`src/rtl/alu_shift_pkg.sv`:
```
package alu_shift_pkg;

  typedef enum logic [1:0] {
    SRC_XY = 2'b00,
    SRC_X0 = 2'b01,
    SRC_Y0 = 2'b10,
    SRC_YX = 2'b11
  } src_e;

  typedef enum logic [2:0] {
    OP_ADD   = 3'b000,
    OP_SUBAB = 3'b001,
    OP_SUBBA = 3'b010,
    OP_AND   = 3'b011,
    OP_OR    = 3'b100,
    OP_XOR   = 3'b101,
    OP_ANDN  = 3'b110,
    OP_ORN   = 3'b111
  } op_e;

  typedef enum logic [1:0] {
    SH_PASS = 2'b00,
    SH_ASR  = 2'b01,
    SH_SHL  = 2'b10,
    SH_KEEP = 2'b11
  } shf_e;

  localparam int OP_LOGIC_FIRST = 3;

endpackage

```
`src/rtl/alu_src_mux.sv`:
```
module alu_src_mux
  import alu_shift_pkg::*;
#(
  parameter int WIDTH = 8
) (
  input  logic [WIDTH-1:0] x_i,
  input  logic [WIDTH-1:0] y_i,
  input  src_e             sel_i,
  output logic [WIDTH-1:0] a_o,
  output logic [WIDTH-1:0] b_o
);

  always_comb begin
    unique case (sel_i)
      SRC_XY: begin a_o = x_i; b_o = y_i;        end
      SRC_X0: begin a_o = x_i; b_o = '0;         end
      SRC_Y0: begin a_o = y_i; b_o = '0;         end
      default: begin a_o = y_i; b_o = x_i;       end
    endcase
  end

endmodule

```
`src/rtl/alu_core.sv`:
```
module alu_core
  import alu_shift_pkg::*;
#(
  parameter int WIDTH = 8
) (
  input  logic [WIDTH-1:0] a_i,
  input  logic [WIDTH-1:0] b_i,
  input  op_e              op_i,
  input  logic             cin_i,
  output logic [WIDTH-1:0] r_o,
  output logic             cout_o,
  output logic             ovf_o
);

  localparam int LOW = WIDTH - 1;

  logic [WIDTH-1:0] p, q, logic_r;
  logic [WIDTH:0]   sum_full;
  logic [LOW:0]     sum_low;
  logic             is_arith;
  logic             carry_into_msb;

  // Subtraction: add the inverted subtrahend; carry-in of 1 means no borrow.
  always_comb begin
    unique case (op_i)
      OP_SUBAB: begin p = a_i; q = ~b_i; end
      OP_SUBBA: begin p = b_i; q = ~a_i; end
      default:  begin p = a_i; q = b_i;  end
    endcase
  end

  assign sum_full       = {1'b0, p} + {1'b0, q} + {{WIDTH{1'b0}}, cin_i};
  assign sum_low        = {1'b0, p[LOW-1:0]} + {1'b0, q[LOW-1:0]} + {{LOW{1'b0}}, cin_i};
  assign carry_into_msb = sum_low[LOW];
  assign is_arith       = (op_i == OP_ADD) || (op_i == OP_SUBAB) || (op_i == OP_SUBBA);

  always_comb begin
    unique case (op_i)
      OP_AND:  logic_r = a_i & b_i;
      OP_OR:   logic_r = a_i | b_i;
      OP_XOR:  logic_r = a_i ^ b_i;
      OP_ANDN: logic_r = ~a_i & b_i;
      OP_ORN:  logic_r = ~a_i | b_i;
      default: logic_r = '0;
    endcase
  end

  assign r_o    = is_arith ? sum_full[WIDTH-1:0] : logic_r;
  assign cout_o = is_arith & sum_full[WIDTH];
  assign ovf_o  = is_arith & (carry_into_msb ^ sum_full[WIDTH]);

endmodule

```
`src/rtl/alu_out_shift.sv`:
```
module alu_out_shift
  import alu_shift_pkg::*;
#(
  parameter int WIDTH = 8
) (
  input  logic [WIDTH-1:0] r_i,
  input  shf_e             mode_i,
  output logic [WIDTH-1:0] s_o
);

  always_comb begin
    unique case (mode_i)
      SH_ASR:  s_o = {r_i[WIDTH-1], r_i[WIDTH-1:1]};
      SH_SHL:  s_o = {r_i[WIDTH-2:0], 1'b0};
      default: s_o = r_i;
    endcase
  end

endmodule

```
`src/rtl/alu_shift_dp.sv`:
```
module alu_shift_dp
  import alu_shift_pkg::*;
#(
  parameter int WIDTH = 8
) (
  input  logic             clk,
  input  logic             rst_n,
  input  logic [WIDTH-1:0] x_i,
  input  logic [WIDTH-1:0] y_i,
  input  logic [1:0]       src_sel_i,
  input  logic [2:0]       op_sel_i,
  input  logic [1:0]       shf_sel_i,
  input  logic             cin_i,
  input  logic             store_i,
  output logic [WIDTH-1:0] z_o,
  output logic             flag_zero_o,
  output logic             flag_sign_o,
  output logic             flag_ovf_o,
  output logic             flag_carry_o
);

  logic [WIDTH-1:0] opnd_a, opnd_b, alu_r, shifted;
  logic             alu_cout, alu_ovf, write_en;

  alu_src_mux #(.WIDTH(WIDTH)) u_mux (
    .x_i   (x_i),
    .y_i   (y_i),
    .sel_i (src_e'(src_sel_i)),
    .a_o   (opnd_a),
    .b_o   (opnd_b)
  );

  alu_core #(.WIDTH(WIDTH)) u_core (
    .a_i    (opnd_a),
    .b_i    (opnd_b),
    .op_i   (op_e'(op_sel_i)),
    .cin_i  (cin_i),
    .r_o    (alu_r),
    .cout_o (alu_cout),
    .ovf_o  (alu_ovf)
  );

  alu_out_shift #(.WIDTH(WIDTH)) u_shift (
    .r_i    (alu_r),
    .mode_i (shf_e'(shf_sel_i)),
    .s_o    (shifted)
  );

  assign write_en = store_i && (shf_e'(shf_sel_i) != SH_KEEP);

  always_ff @(posedge clk or negedge rst_n) begin
    if (!rst_n) begin
      z_o          <= '0;
      flag_zero_o  <= 1'b0;
      flag_sign_o  <= 1'b0;
      flag_ovf_o   <= 1'b0;
      flag_carry_o <= 1'b0;
    end else if (write_en) begin
      z_o          <= shifted;
      flag_zero_o  <= (shifted == '0);
      flag_sign_o  <= shifted[WIDTH-1];
      flag_ovf_o   <= alu_ovf;
      flag_carry_o <= alu_cout;
    end
  end

  assert_idle_hold_R7: assert property (@(posedge clk) disable iff (!rst_n)
    !store_i |=> ($stable(z_o) && $stable(flag_carry_o) && $stable(flag_ovf_o)));

  assert_keep_mode_R6: assert property (@(posedge clk) disable iff (!rst_n)
    (store_i && shf_sel_i == 2'b11) |=> ($stable(z_o) && $stable(flag_zero_o) && $stable(flag_sign_o)));

  assert_zero_flag_R8: assert property (@(posedge clk) disable iff (!rst_n)
    (store_i && shf_sel_i != 2'b11) |=> (flag_zero_o == (z_o == '0)));

  assert_sign_flag_R8: assert property (@(posedge clk) disable iff (!rst_n)
    (store_i && shf_sel_i != 2'b11) |=> (flag_sign_o == z_o[WIDTH-1]));

  assert_logic_clears_R9: assert property (@(posedge clk) disable iff (!rst_n)
    (store_i && shf_sel_i != 2'b11 && int'(op_sel_i) >= OP_LOGIC_FIRST)
      |=> (!flag_carry_o && !flag_ovf_o));

endmodule

```
`config.mk`:
```
export PLATFORM = sky130hd
export DESIGN_NAME = alu_shift_dp
export DESIGN_NICKNAME = d
export VERILOG_FILES = /design/src/rtl/alu_shift_pkg.sv /design/src/rtl/alu_src_mux.sv /design/src/rtl/alu_core.sv /design/src/rtl/alu_out_shift.sv /design/src/rtl/alu_shift_dp.sv
export SDC_FILE = /design/constraint.sdc
export NUM_CORES = 1
export LEC_CHECK = 0
export ABC_AREA = 0
export BUFFER_PORTS_ARGS = -buffer_cell sky130_fd_sc_hd__buf_4
export CAP_MARGIN = 30
export CORE_ASPECT_RATIO = 1.25
export CORE_MARGIN = 3
export CORE_UTILIZATION = 35
export CTS_BUF_LIST = sky130_fd_sc_hd__clkbuf_16
export DETAILED_ROUTE_END_ITERATION = 12
export GPL_TIMING_DRIVEN = 1
export PLACE_DENSITY = 0.62
export SYNTH_ARGS = -nofsm -noshare
export SYNTH_HDL_FRONTEND = slang
export SYNTH_HIERARCHICAL = 1
export SYNTH_SLANG_ARGS = --single-unit
export TNS_END_PERCENT = 30
```
`constraint.sdc`:
```
create_clock -name clk -period 0.8 [get_ports clk]
set_clock_uncertainty 0.1 [all_clocks]
set_input_delay 0.16 -clock clk [delete_from_list [all_inputs] [get_ports clk]]
set_output_delay 0.16 -clock clk [all_outputs]
set_load 0.01 [all_outputs]
```
==> results of run 1 <==
-- critical path: stages --
cell and delay, ps:
sky130_fd_sc_hd__buf_6 100, sky130_fd_sc_hd__and2_4 150, sky130_fd_sc_hd__a22o_1 230, sky130_fd_sc_hd__inv_2 70, sky130_fd_sc_hd__a21oi_2 40, sky130_fd_sc_hd__o22a_1 210, sky130_fd_sc_hd__fa_2 360, sky130_fd_sc_hd__fa_2 350
sky130_fd_sc_hd__nand2b_4 150, sky130_fd_sc_hd__a21oi_4 150, sky130_fd_sc_hd__buf_6 120, sky130_fd_sc_hd__xnor2_2 110, sky130_fd_sc_hd__o221ai_2 150, sky130_fd_sc_hd__a22oi_2 220, sky130_fd_sc_hd__o21ai_2 80, sky130_fd_sc_hd__nor4_2 240
sky130_fd_sc_hd__nand3_1 100, sky130_fd_sc_hd__o21ai_1 90
-- cell usage after synthesis (2+ instances only) --
| cell | n | area [um^2] |
|---|---|---|
| sky130_fd_sc_hd__o22a_1 | 8 | 70.1 |
| sky130_fd_sc_hd__mux2_1 | 8 | 90.1 |
| sky130_fd_sc_hd__dfrtp_1 | 11 | 275 |
| sky130_fd_sc_hd__xor2_1 | 4 | 35.0 |
| sky130_fd_sc_hd__xnor2_1 | 3 | 26.3 |
| sky130_fd_sc_hd__nand2b_1 | 2 | 12.5 |
| sky130_fd_sc_hd__nor4_1 | 2 | 12.5 |
| sky130_fd_sc_hd__o221ai_1 | 7 | 61.3 |
| sky130_fd_sc_hd__a22oi_1 | 13 | 97.6 |
| sky130_fd_sc_hd__a21o_1 | 2 | 15.0 |
| sky130_fd_sc_hd__fa_1 | 2 | 40.0 |
| sky130_fd_sc_hd__a22o_1 | 8 | 70.1 |
| sky130_fd_sc_hd__mux2_4 | 8 | 120 |
| sky130_fd_sc_hd__nor2_1 | 7 | 26.3 |
| sky130_fd_sc_hd__nand3_1 | 8 | 40.0 |
| sky130_fd_sc_hd__nand2_1 | 21 | 78.8 |
| sky130_fd_sc_hd__a21oi_2 | 3 | 26.3 |
| sky130_fd_sc_hd__ha_1 | 9 | 113 |
| sky130_fd_sc_hd__clkbuf_8 | 4 | 55.1 |
| sky130_fd_sc_hd__buf_6 | 3 | 33.8 |
| sky130_fd_sc_hd__a31oi_1 | 2 | 12.5 |
| sky130_fd_sc_hd__o21ai_0 | 10 | 50.1 |
| sky130_fd_sc_hd__nand3b_1 | 2 | 15.0 |
| sky130_fd_sc_hd__a21oi_1 | 5 | 25.0 |
| sky130_fd_sc_hd__inv_1 | 7 | 26.3 |
| sky130_fd_sc_hd__mux2_2 | 9 | 101 |
| sky130_fd_sc_hd__o2111ai_1 | 6 | 52.6 |
| sky130_fd_sc_hd__buf_4 | 3 | 22.5 |
| sky130_fd_sc_hd__mux2i_1 | 8 | 80.1 |
| sky130_fd_sc_hd__nor2_4 | 2 | 22.5 |
-- worst max path at each step --
stage / slack [ps] / to / from
2_1_floorplan: -2460 / flag_zero_o / src_sel_i[1]
4_1_cts: -2230 / flag_zero_o / src_sel_i[0]
3_3_place_gp: -2490 / flag_zero_o / src_sel_i[0]
5_1_grt: -2420 / flag_zero_o / src_sel_i[1]
3_5_place_dp: -2570 / flag_zero_o / src_sel_i[0]
6_report: -2200 / flag_zero_o / src_sel_i[0]
-- layout make-up --
class                           instances  area, um^2  share of cell area (%)
Timing Repair Buffer                   98         803                    27.8
Clock inverter                          1        3.75                   0.130
Sequential cell                        11         275                    9.53
Clock buffer                            3        75.1                    2.60
Tap cell                               62        77.6                    2.69
Inverter                                7        26.3                   0.910
Multi-Input combinational cell        174        1630                    56.3
-- metrics by stage --
stage	power, W	worst slack (ps)	setup TNS, ps	instance area [um^2]
after global placement	0.00310	-2490	-25010	2560
after detailed placement	0.00314	-2570	-25540	2560
after global routing	0.00478	-2420	-26780	2890
final	0.00447	-2200	-24930	2890
after floorplan	0.00223	-2460	-23770	1930
after CTS	0.00437	-2230	-24840	2820
-- routing by layer --
| layer | vias to the layer above | routed length, um |
|---|---|---|
| li1 | 974 | - |
| met1 | 874 | 2160 |
| met2 | 50 | 2620 |
| met3 | 11 | 228 |
| met4 | 0 | 118 |
| met5 | - | 0 |
-- report_power, final --
group          total (W)  internal, W  leakage (nW)  switching, W
Sequential      0.000796     0.000693         0.143      0.000103
Combinational    0.00278      0.00156          1.14       0.00122
Clock           0.000902     0.000656        0.0423      0.000246
Total            0.00447      0.00290          1.32       0.00157
-- state kept, by name, indices dropped and copies added, names as in the netlist --
| name | flops |
|---|---|
| flag_zero_o | 1 |
| flag_carry_o | 1 |
| z_o | 8 |
| flag_ovf_o | 1 |
-- cell families after synthesis --
| kind of cell | count (synthesis) |
|---|---|
| buffers and inverters | 21 |
| xor gates and xnor gates | 7 |
| DFF | 11 |
| and+or+nand+nor | 55 |
| AOI/OAI and AO/OA | 68 |
| muxes | 33 |
| adders and majority gates | 11 |
-- what timing repair did --
item	in CTS	in global routing
resized for setup	30	12
pin swaps	8	7
buffers inserted	5	0
hold buffers	1	0
setup endpoints to repair	23	23
hold endpoints to repair	11	0
==> metrics.txt, run 1 <==
# TYPE chip_impl_metric gauge
chip_impl_metric{name="synth_area_per_cell",unit="um^2"} 9.20
chip_impl_info{name="violations_in_the_final_reports",value="negative setup slack"} 1
chip_impl_metric{name="grt_util_met2",unit="%"} 30.3
chip_impl_metric{name="core_area",unit="um^2"} 5150
chip_impl_metric{name="asyncSetResetFlopFracSynth",unit="%"} 100
chip_impl_info{name="cts_root_buffer",value="sky130_fd_sc_hd__clkbuf_16"} 1
chip_impl_info{name="ys_dominant_reg_cell",value="sky130_fd_sc_hd__dfrtp_1"} 1
chip_impl_metric{name="syn2layout_area_growth",unit="%"} 52.4
chip_impl_info{name="clock_tree_from_tritoncts",value="built"} 1
chip_impl_metric{name="route.detailed.vias_per_inst",unit=""} 5.36
chip_impl_metric{name="design.final.nets",unit=""} 333
chip_impl_metric{name="vias_in_the_first_global_route",unit=""} 1945
chip_impl_metric{name="synthCells",unit=""} 206
chip_impl_metric{name="leakagePower",unit="nW"} 1.32
chip_impl_info{name="hold_class",value="input pin to asynchronous set/reset pin"} 1
chip_impl_metric{name="max_freq",unit="GHz"} 0.333
chip_impl_metric{name="slew_viol_final",unit=""} 0
chip_impl_metric{name="muxShareOfSynthArea",unit="%"} 20.7
chip_impl_metric{name="met1_use_gr",unit="%"} 19.5
chip_impl_metric{name="hold_violation_count_in_the_final_report",unit=""} 0
chip_impl_metric{name="initialDrtViolationCount",unit=""} 85
chip_impl_metric{name="r2r_setup_slack",unit="ps"} -90
chip_impl_metric{name="cts_num_sinks",unit=""} 11
chip_impl_metric{name="wl",unit="mm"} 5.13
chip_impl_metric{name="worst_ir_drop_vdd",unit="mV"} 1.63
chip_impl_info{name="setup.worst_path.class",value="input pin to register"} 1
chip_impl_metric{name="path_max_fanout",unit=""} 3
chip_impl_metric{name="drv.max_cap_violation_count",unit=""} 0
chip_impl_metric{name="holdWs",unit="ps"} 192
chip_impl_metric{name="num-fill-cells",unit=""} 462
chip_impl_metric{name="number_of_enable_type_register_cells_in_the_synthesized_netlist",unit=""} 0
chip_impl_metric{name="num_antenna_cells",unit=""} 0
chip_impl_metric{name="power_density",unit="nW/um^2"} 1550
chip_impl_metric{name="place_congestion",unit=""} 0.791
chip_impl_metric{name="worst-endpoint-required",unit="ps"} 870
chip_impl_metric{name="synth-simple-area-share",unit="%"} 16.4
chip_impl_metric{name="globalRouteMet3Util",unit="%"} 1.14
chip_impl_metric{name="netlist-cell-type-count",unit=""} 49
chip_impl_metric{name="sequential_area_share_after_synthesis",unit="%"} 14.5
chip_impl_info{name="endpoint_kind",value="register"} 1
chip_impl_metric{name="finalCoreUtilization",unit="%"} 56.0
chip_impl_metric{name="io-pin-count",unit=""} 39
chip_impl_metric{name="design.die.area",unit="um^2"} 6340
chip_impl_metric{name="synth_xor_xnor_area_share",unit="%"} 3.24
chip_impl_metric{name="rows",unit=""} 29
chip_impl_metric{name="ys_ff_latch",unit=""} 11
chip_impl_metric{name="post_route_cells_drive_above_1_share",unit="%"} 53.4
chip_impl_metric{name="port_buffers",unit=""} 38
chip_impl_metric{name="grt_antenna_before_repair",unit=""} 0
chip_impl_metric{name="synth-compound-area-share",unit="%"} 28.1
chip_impl_metric{name="dpl.hpwl",unit="mm"} 3.89
chip_impl_metric{name="min_period",unit="ps"} 3000
chip_impl_metric{name="yosysWarningCount",unit=""} 6
chip_impl_metric{name="synthAdderAreaFrac",unit="%"} 8.06
chip_impl_info{name="most-common-layout-cells",value="83 x sky130_fd_sc_hd__buf_4, 19 x sky130_fd_sc_hd__nand2_1, 12 x sky130_fd_sc_hd__buf_6, 12 x sky130_fd_sc_hd__a22oi_1, 11 x sky130_fd_sc_hd__dfrtp_1"} 1
chip_impl_metric{name="globalRouteTotalUtil",unit="%"} 16.3
chip_impl_metric{name="finalWorstSetupSlack",unit="ps"} -2200
chip_impl_metric{name="drt_pre_antenna_iters",unit=""} 4
chip_impl_metric{name="worstPathArrival",unit="ps"} 3070
chip_impl_metric{name="vias",unit=""} 1909
chip_impl_info{name="cp-start-kind",value="input pin"} 1
chip_impl_metric{name="tritoncts.num_buffers",unit=""} 3
chip_impl_info{name="global_route.peak_usage_layer",value="met2"} 1
chip_impl_metric{name="synthesis.area",unit="um^2"} 1890
chip_impl_metric{name="fp.dieW",unit="um"} 71.8
chip_impl_metric{name="clock_transition_time_at_the_flip_flop_clock_pins_of_the_worst_setup_and_hold_paths",unit="ps"} 40
chip_impl_metric{name="mappedNetlistNets",unit=""} 244
chip_impl_metric{name="maximum_number_of_pins_on_one_net_before_global_route_repair",unit=""} 19
chip_impl_metric{name="cells_on_worst_reg2reg_path",unit=""} 1
chip_impl_metric{name="finalSetupViolCount",unit=""} 23
chip_impl_metric{name="timing.max_slew.rel_slack",unit="%"} 73.5
chip_impl_metric{name="clock_latency_late_sink",unit="ps"} 240
chip_impl_metric{name="post-route-drc-count",unit=""} 0
chip_impl_metric{name="tightestPinTransition",unit="ps"} 398
chip_impl_info{name="r2r_start",value="z_o[3]"} 1
chip_impl_metric{name="period_share",unit="%"} 376
chip_impl_metric{name="layout.cells.non_filler",unit=""} 356
chip_impl_info{name="combinational_family_with_the_most_area_after_synthesis",value="compound AO/OA/AOI/OAI gates"} 1
chip_impl_metric{name="initial_utilization",unit="%"} 36.8
chip_impl_info{name="layout.cells.most_common",value="sky130_fd_sc_hd__buf_4"} 1
chip_impl_metric{name="die_h",unit="um"} 88.3
chip_impl_info{name="rsz0062_at_grt",value="true"} 1
chip_impl_metric{name="dpl.cell_count",unit=""} 346
chip_impl_metric{name="grt_first_pass_wirelength",unit="mm"} 8.57
chip_impl_metric{name="clock_path_buffers",unit=""} 2
chip_impl_metric{name="routedWlPerCell",unit="um"} 14.4
chip_impl_metric{name="grt_overflow",unit=""} 0
chip_impl_metric{name="antenna_violating_nets_post_route",unit=""} 0
chip_impl_metric{name="htree_num_levels",unit=""} 1
chip_impl_info{name="run_status",value="finished with violations"} 1
chip_impl_info{name="rr_endpoint",value="z_o[3]"} 1
Note: power is estimated with default switching activity, not from simulation.
==> inputs of run 2 (changes only) <==
Settings changed: BUFFER_PORTS_ARGS -buffer_cell sky130_fd_sc_hd__buf_4 to -buffer_cell sky130_fd_sc_hd__buf_2.
==> metrics.txt, run 2 (same netlist as run 1, synthesis figures left out) <==
# TYPE chip_impl_metric gauge
chip_impl_info{name="run_status",value="finished with violations"} 1
chip_impl_info{name="violations_in_the_final_reports",value="negative setup slack"} 1
chip_impl_metric{name="clock_path_buffers",unit=""} 2
chip_impl_metric{name="area_occupied_by_registers",unit="um^2"} 275
chip_impl_metric{name="maximum_number_of_pins_on_one_net_before_global_route_repair",unit=""} 17
chip_impl_info{name="setup.worst_path.class",value="input pin to register"} 1
chip_impl_info{name="regMostFlops",value="z_o"} 1
chip_impl_info{name="global_route.peak_usage_layer",value="met2"} 1
chip_impl_metric{name="totalNegativeSetupSlack",unit="ps"} -24670
chip_impl_metric{name="worstPathArrival",unit="ps"} 3050
chip_impl_metric{name="period_share",unit="%"} 379
chip_impl_metric{name="r2r_setup_slack",unit="ps"} -70
chip_impl_metric{name="syn2layout_area_growth",unit="%"} 47.9
chip_impl_metric{name="power.sequential.fraction",unit="%"} 17.9
chip_impl_metric{name="grt_util_met2",unit="%"} 29.8
chip_impl_metric{name="grt_antenna_before_repair",unit=""} 0
chip_impl_metric{name="leakagePower",unit="nW"} 1.31
chip_impl_metric{name="fp.dieW",unit="um"} 71.8
chip_impl_info{name="launch_point_of_the_worst_path",value="src_sel_i[0]"} 1
chip_impl_metric{name="post_route_cells_drive_above_1_share",unit="%"} 56.3
chip_impl_metric{name="path_max_fanout",unit=""} 3
chip_impl_metric{name="design.die.area",unit="um^2"} 6340
chip_impl_metric{name="slew_viol_final",unit=""} 0
chip_impl_metric{name="num-fill-cells",unit=""} 479
chip_impl_metric{name="route.detailed.vias_per_inst",unit=""} 5.36
chip_impl_metric{name="clock_latency_late_sink",unit="ps"} 240
chip_impl_info{name="hold_class",value="input pin to asynchronous set/reset pin"} 1
chip_impl_metric{name="largest_reg_flops",unit=""} 8
chip_impl_metric{name="clock_transition_time_at_the_flip_flop_clock_pins_of_the_worst_setup_and_hold_paths",unit="ps"} 40
chip_impl_metric{name="vias",unit=""} 1912
chip_impl_metric{name="globalRouteMet3Util",unit="%"} 1.59
chip_impl_metric{name="initialDrtViolationCount",unit=""} 32
chip_impl_metric{name="drt_pre_antenna_iters",unit=""} 4
chip_impl_metric{name="power_density",unit="nW/um^2"} 1530
chip_impl_metric{name="num_antenna_cells",unit=""} 0
chip_impl_metric{name="antenna_violating_nets_post_route",unit=""} 0
chip_impl_metric{name="hold_violation_count_in_the_final_report",unit=""} 0
chip_impl_metric{name="intPower",unit="W"} 0.00276
chip_impl_metric{name="io-pin-count",unit=""} 39
chip_impl_metric{name="finalSetupViolCount",unit=""} 23
chip_impl_metric{name="holdWs",unit="ps"} 207
chip_impl_metric{name="finalWorstSetupSlack",unit="ps"} -2230
chip_impl_metric{name="power.share.combinational",unit="%"} 61.1
chip_impl_metric{name="grt_first_pass_wirelength",unit="mm"} 8.48
chip_impl_metric{name="port_buffers",unit=""} 38
chip_impl_metric{name="clkPwrFrac",unit="%"} 20.9
chip_impl_metric{name="vias_in_the_first_global_route",unit=""} 1894
chip_impl_metric{name="initial_utilization",unit="%"} 36.8
chip_impl_metric{name="worst_ir_drop_vdd",unit="mV"} 1.79
chip_impl_metric{name="place_congestion",unit=""} 0.813
chip_impl_metric{name="routedWlPerCell",unit="um"} 14.0
chip_impl_metric{name="rows",unit=""} 29
chip_impl_metric{name="die_h",unit="um"} 88.3
chip_impl_info{name="cts_root_buffer",value="sky130_fd_sc_hd__clkbuf_16"} 1
chip_impl_metric{name="post-route-drc-count",unit=""} 0
chip_impl_metric{name="worst-endpoint-required",unit="ps"} 820
chip_impl_metric{name="drv.max_cap_violation_count",unit=""} 0
chip_impl_info{name="endpoint_kind",value="register"} 1
chip_impl_metric{name="dpl.hpwl",unit="mm"} 3.91
chip_impl_metric{name="design.final.nets",unit=""} 334
chip_impl_metric{name="timing.max_slew.rel_slack",unit="%"} 69.8
chip_impl_metric{name="cts_num_sinks",unit=""} 11
chip_impl_info{name="clock_tree_from_tritoncts",value="built"} 1
chip_impl_metric{name="swShare",unit="%"} 35.9
chip_impl_info{name="layout.cells.most_common",value="sky130_fd_sc_hd__buf_4"} 1
chip_impl_metric{name="finalCoreUtilization",unit="%"} 54.4
chip_impl_metric{name="min_period",unit="ps"} 3030
chip_impl_metric{name="multiInputGateArea",unit="um^2"} 1650
chip_impl_metric{name="max_freq",unit="GHz"} 0.330
chip_impl_metric{name="core_area",unit="um^2"} 5150
chip_impl_metric{name="wl",unit="mm"} 5.02
chip_impl_info{name="rsz0062_at_grt",value="true"} 1
chip_impl_metric{name="globalRouteTotalUtil",unit="%"} 16.1
chip_impl_metric{name="grt_overflow",unit=""} 0
chip_impl_metric{name="switchingPower",unit="W"} 0.00154
chip_impl_metric{name="tightestPinTransition",unit="ps"} 452
chip_impl_metric{name="htree_num_levels",unit=""} 1
chip_impl_info{name="cp-start-kind",value="input pin"} 1
chip_impl_info{name="most-common-layout-cells",value="59 x sky130_fd_sc_hd__buf_4, 34 x sky130_fd_sc_hd__buf_2, 20 x sky130_fd_sc_hd__nand2_1, 12 x sky130_fd_sc_hd__a22oi_1, 11 x sky130_fd_sc_hd__dfrtp_1"} 1
chip_impl_info{name="r2r_start",value="z_o[5]"} 1
chip_impl_metric{name="met1_use_gr",unit="%"} 20.0
chip_impl_metric{name="tritoncts.num_buffers",unit=""} 3
-- run 2: changes by cell type in the layout (fill, tap and decap cells not counted), sizes merged --
cell,previous run,this run
buf,97,98
-- run 2: area by class of cell --
type / instances / area share (%)
inverters: 7 / 0.938
clock inverters: 1 / 0.134
flip-flops and latches: 11 / 9.83
multi-input cells: 174 / 59.0
clock buffers: 3 / 2.68
repair buffers: 99 / 24.7
well taps: 62 / 2.77
-- run 2: repair_timing --
item                                   CTS  global route
hold buffers                             1             0
gates resized for setup                 27            16
setup endpoints to repair               23            23
pin swaps                                8             1
setup buffers                            2             0
endpoints found under the hold margin   11             0
-- run 2: through the flow --
stage | power [W] | instance area, um^2 | std cells | worst slack, ps
finish | 0.00430 | 2800 | 357 | -2230
detailed placement | 0.00303 | 2490 | 350 | -2670
global route | 0.00460 | 2800 | 357 | -2390
global placement | 0.00299 | 2490 | 350 | -2550
CTS | 0.00418 | 2720 | 357 | -2250
floorplan | 0.00223 | 1930 | 206 | -2460
-- run 2: per-layer routing --
layer  wire length [um]  vias to the layer above  part of all wire [%]
met5                  0                        -                     0
met3                185                        5                   3.7
met4                 40                        0                  0.80
met1               2150                      895                    43
met2               2640                       38                    53
li1                   -                      974                     -
-- run 2: power groups by stage --
stage                     clock (W)  sequential (W)  combinational, W
after global placement            0        0.000764           0.00223
after floorplan                   0        0.000832           0.00140
after global routing       0.000957        0.000788           0.00286
after detailed placement          0        0.000766           0.00226
after CTS                  0.000921        0.000768           0.00250
final                      0.000900        0.000771           0.00263
-- run 2: final timing paths --
kind | to | cells past startpoint
max reg2reg | z_o[5] | 1
max in group asynchronous | z_o[6] | 2
min in group clk | flag_carry_o | 3
min | z_o[0] | 2
min reg2reg | z_o[2] | 1
max | z_o[3] | 17
-- run 2: critical path, stage by stage --
cell	delay (ps)
sky130_fd_sc_hd__buf_6	90
sky130_fd_sc_hd__and2_4	150
sky130_fd_sc_hd__a22o_1	230
sky130_fd_sc_hd__inv_2	70
sky130_fd_sc_hd__a21oi_2	50
sky130_fd_sc_hd__o22a_1	200
sky130_fd_sc_hd__fa_2	360
sky130_fd_sc_hd__fa_2	350
sky130_fd_sc_hd__nand2b_4	150
sky130_fd_sc_hd__a21oi_4	140
sky130_fd_sc_hd__buf_4	140
sky130_fd_sc_hd__xnor2_2	110
sky130_fd_sc_hd__o221ai_2	140
sky130_fd_sc_hd__a22oi_1	210
sky130_fd_sc_hd__o21ai_2	100
sky130_fd_sc_hd__buf_4	150
sky130_fd_sc_hd__mux2_4	250
==> inputs of run 3 (changes only) <==
Settings changed: CORE_ASPECT_RATIO 1.25 to not set, CORE_UTILIZATION 35 to 50, CTS_BUF_LIST sky130_fd_sc_hd__clkbuf_16 to not set, PLACE_DENSITY 0.62 to 0.82.
==> metrics.txt, run 3 (same netlist as run 1, synthesis figures left out) <==
# TYPE chip_impl_metric gauge
chip_impl_metric{name="total_buffers_and_inverters_traversed_by_the_critical_path",unit=""} 4
chip_impl_metric{name="maximum_number_of_pins_on_one_net_before_global_route_repair",unit=""} 22
chip_impl_metric{name="core_area",unit="um^2"} 3490
chip_impl_metric{name="critical-path-max-stage-delay",unit="ps"} 380
chip_impl_metric{name="slew_viol_final",unit=""} 0
chip_impl_metric{name="vias",unit=""} 2305
chip_impl_info{name="rsz0062_at_grt",value="true"} 1
chip_impl_metric{name="globalRouteTotalUtil",unit="%"} 29.5
chip_impl_metric{name="finalSetupViolCount",unit=""} 23
chip_impl_metric{name="htree_num_levels",unit=""} 1
chip_impl_metric{name="clock_latency_late_sink",unit="ps"} 250
chip_impl_metric{name="design.final.nets",unit=""} 339
chip_impl_metric{name="leakagePower",unit="nW"} 1.32
chip_impl_info{name="clock_tree_from_tritoncts",value="built"} 1
chip_impl_metric{name="die_h",unit="um"} 67.6
chip_impl_metric{name="routedWlPerCell",unit="um"} 21.1
chip_impl_metric{name="num_antenna_cells",unit=""} 0
chip_impl_metric{name="min_period",unit="ps"} 3230
chip_impl_metric{name="path_max_fanout",unit=""} 5
chip_impl_metric{name="finalCoreUtilization",unit="%"} 82.1
chip_impl_metric{name="tritoncts.num_buffers",unit=""} 3
chip_impl_metric{name="largest_reg_flops",unit=""} 8
chip_impl_metric{name="hold_violation_count_in_the_final_report",unit=""} 0
chip_impl_metric{name="cts_num_sinks",unit=""} 11
chip_impl_metric{name="tightestPinTransition",unit="ps"} 584
chip_impl_metric{name="initialDrtViolationCount",unit=""} 306
chip_impl_metric{name="post_route_cells_drive_above_1_share",unit="%"} 60.0
chip_impl_metric{name="grt_antenna_before_repair",unit=""} 0
chip_impl_metric{name="vias_in_the_first_global_route",unit=""} 2177
chip_impl_metric{name="num-fill-cells",unit=""} 185
chip_impl_metric{name="place_congestion",unit=""} 0.868
chip_impl_info{name="endpoint_kind",value="register"} 1
chip_impl_metric{name="initial_utilization",unit="%"} 54.2
chip_impl_info{name="cts_root_buffer",value="sky130_fd_sc_hd__clkbuf_8"} 1
chip_impl_metric{name="grt_first_pass_wirelength",unit="mm"} 10.1
chip_impl_info{name="layout.cells.most_common",value="sky130_fd_sc_hd__buf_4"} 1
chip_impl_metric{name="design.die.area",unit="um^2"} 4560
chip_impl_metric{name="clock_transition_time_at_the_flip_flop_clock_pins_of_the_worst_setup_and_hold_paths",unit="ps"} 60
chip_impl_info{name="setup.worst_path.class",value="input pin to register"} 1
chip_impl_info{name="run_status",value="finished with violations"} 1
chip_impl_metric{name="worstPathArrival",unit="ps"} 3300
chip_impl_metric{name="rows",unit=""} 21
chip_impl_metric{name="grt_overflow",unit=""} 0
chip_impl_metric{name="antenna_violating_nets_post_route",unit=""} 0
chip_impl_metric{name="dpl.hpwl",unit="mm"} 4.32
chip_impl_metric{name="period_share",unit="%"} 403
chip_impl_metric{name="drv.max_cap_violation_count",unit=""} 0
chip_impl_metric{name="fp.dieW",unit="um"} 67.6
chip_impl_metric{name="timing.max_slew.rel_slack",unit="%"} 61.1
chip_impl_metric{name="clock_path_buffers",unit=""} 2
chip_impl_info{name="hold_class",value="input pin to asynchronous set/reset pin"} 1
chip_impl_metric{name="syn2layout_area_growth",unit="%"} 51.5
chip_impl_info{name="timing.critical_path.max_delay_family",value="simple AND/OR/NAND/NOR gates"} 1
chip_impl_info{name="most-common-layout-cells",value="59 x sky130_fd_sc_hd__buf_4, 35 x sky130_fd_sc_hd__buf_2, 21 x sky130_fd_sc_hd__nand2_1, 11 x sky130_fd_sc_hd__dfrtp_1, 10 x sky130_fd_sc_hd__mux2_2"} 1
chip_impl_info{name="violations_in_the_final_reports",value="negative setup slack"} 1
chip_impl_metric{name="stdcell_area",unit="um^2"} 2870
chip_impl_metric{name="io-pin-count",unit=""} 39
chip_impl_metric{name="dpl_cell_area",unit="um^2"} 2460
chip_impl_metric{name="worst-endpoint-required",unit="ps"} 870
chip_impl_metric{name="max_freq",unit="GHz"} 0.310
chip_impl_metric{name="drt_pre_antenna_iters",unit=""} 5
chip_impl_metric{name="route.detailed.vias_per_inst",unit=""} 6.66
chip_impl_metric{name="power_density",unit="nW/um^2"} 1550
chip_impl_metric{name="finalWorstSetupSlack",unit="ps"} -2430
chip_impl_metric{name="port_buffers",unit=""} 38
chip_impl_metric{name="wl",unit="mm"} 7.30
chip_impl_info{name="critical_path.cell_chain",value="buf_8, and2_4, a22o_1, inv_2, a21oi_2, o22a_1, fa_2, buf_4, nand3b_1, buf_4, a21oi_2, and3b_2, xor2_2, o221ai_2, o21ai_1, nand2_1, nor4_2, nand3_1, o21ai_1"} 1
chip_impl_info{name="regMostFlops",value="z_o"} 1
chip_impl_info{name="cp-start-kind",value="input pin"} 1
chip_impl_info{name="slowest_stage",value="sky130_fd_sc_hd__fa_2"} 1
chip_impl_metric{name="post-route-drc-count",unit=""} 0
chip_impl_metric{name="worst_ir_drop_vdd",unit="mV"} 1.06
## run 3: cell types whose count changed in the layout (fill, tap and decap cells not counted), moves of 2 or more
| cell | change |
|---|---|
| sky130_fd_sc_hd__a22oi_1 | -5 |
| sky130_fd_sc_hd__a22oi_2 | +5 |
| sky130_fd_sc_hd__buf_6 | +4 |
| sky130_fd_sc_hd__clkbuf_16 | -3 |
| sky130_fd_sc_hd__clkbuf_8 | +3 |
| sky130_fd_sc_hd__nor2_1 | -2 |
| sky130_fd_sc_hd__o21ai_0 | +2 |
## run 3: worst paths after layout
path                                    from           end  slack, ps  depth (start not counted)
worst max-delay path            src_sel_i[1]   flag_zero_o      -2430                         19
worst min-delay path                   rst_n        z_o[1]        200                          2
worst max register to register        z_o[6]        z_o[6]       -100                          1
worst min register to register  flag_carry_o  flag_carry_o        410                          1
max in group asynchronous              rst_n        z_o[2]        180                          2
min in group clk                     store_i  flag_carry_o        300                          3
## run 3: repair_timing
action	in CTS	in global routing
pin swaps	24	17
setup buffers	7	3
setup endpoints to repair	23	23
hold endpoints to repair	11	0
gates resized for setup	37	22
hold buffers	1	0
## run 3: power by group
group | leakage, nW | total, W | internal [W] | switching [W]
logic | 1.16 | 0.00307 | 0.00155 | 0.00152
registers | 0.143 | 0.000776 | 0.000690 | 0.0000863
clock network | 0.0228 | 0.000599 | 0.000353 | 0.000246
## run 3: metal layers
layer | vias to the layer above | share of wire, % | global-route usage [%]
li1 | 982 | - | -
met1 | 1093 | 38 | 35.6
met5 | - | 0 | 0
met3 | 55 | 9.7 | 6.16
met2 | 175 | 47 | 51.2
met4 | 0 | 5.5 | 10.6
## run 3: final cells by class
class,instances,area [um^2],area share [%]
Multi-Input combinational cell,174,1720,60.1
Timing Repair Buffer,104,742,25.9
Sequential cell,11,275,9.59
Tap cell,46,57.6,2.01
Clock buffer,4,45.0,1.57
Inverter,7,26.3,0.916
## run 3: per-stage QoR
step / TNS, ps / hold WS, ps / setup slack [ps] / total power [W] / cells
after floorplan: -23770 / -236 / -2460 / 0.00223 / 206
after global placement: -25080 / -66.7 / -2470 / 0.00301 / 332
after detailed placement: -25950 / -61.4 / -2650 / 0.00309 / 332
after CTS: -25040 / 217 / -2260 / 0.00403 / 344
after global routing: -28210 / 224 / -2520 / 0.00464 / 346
final: -26970 / 205 / -2430 / 0.00444 / 346
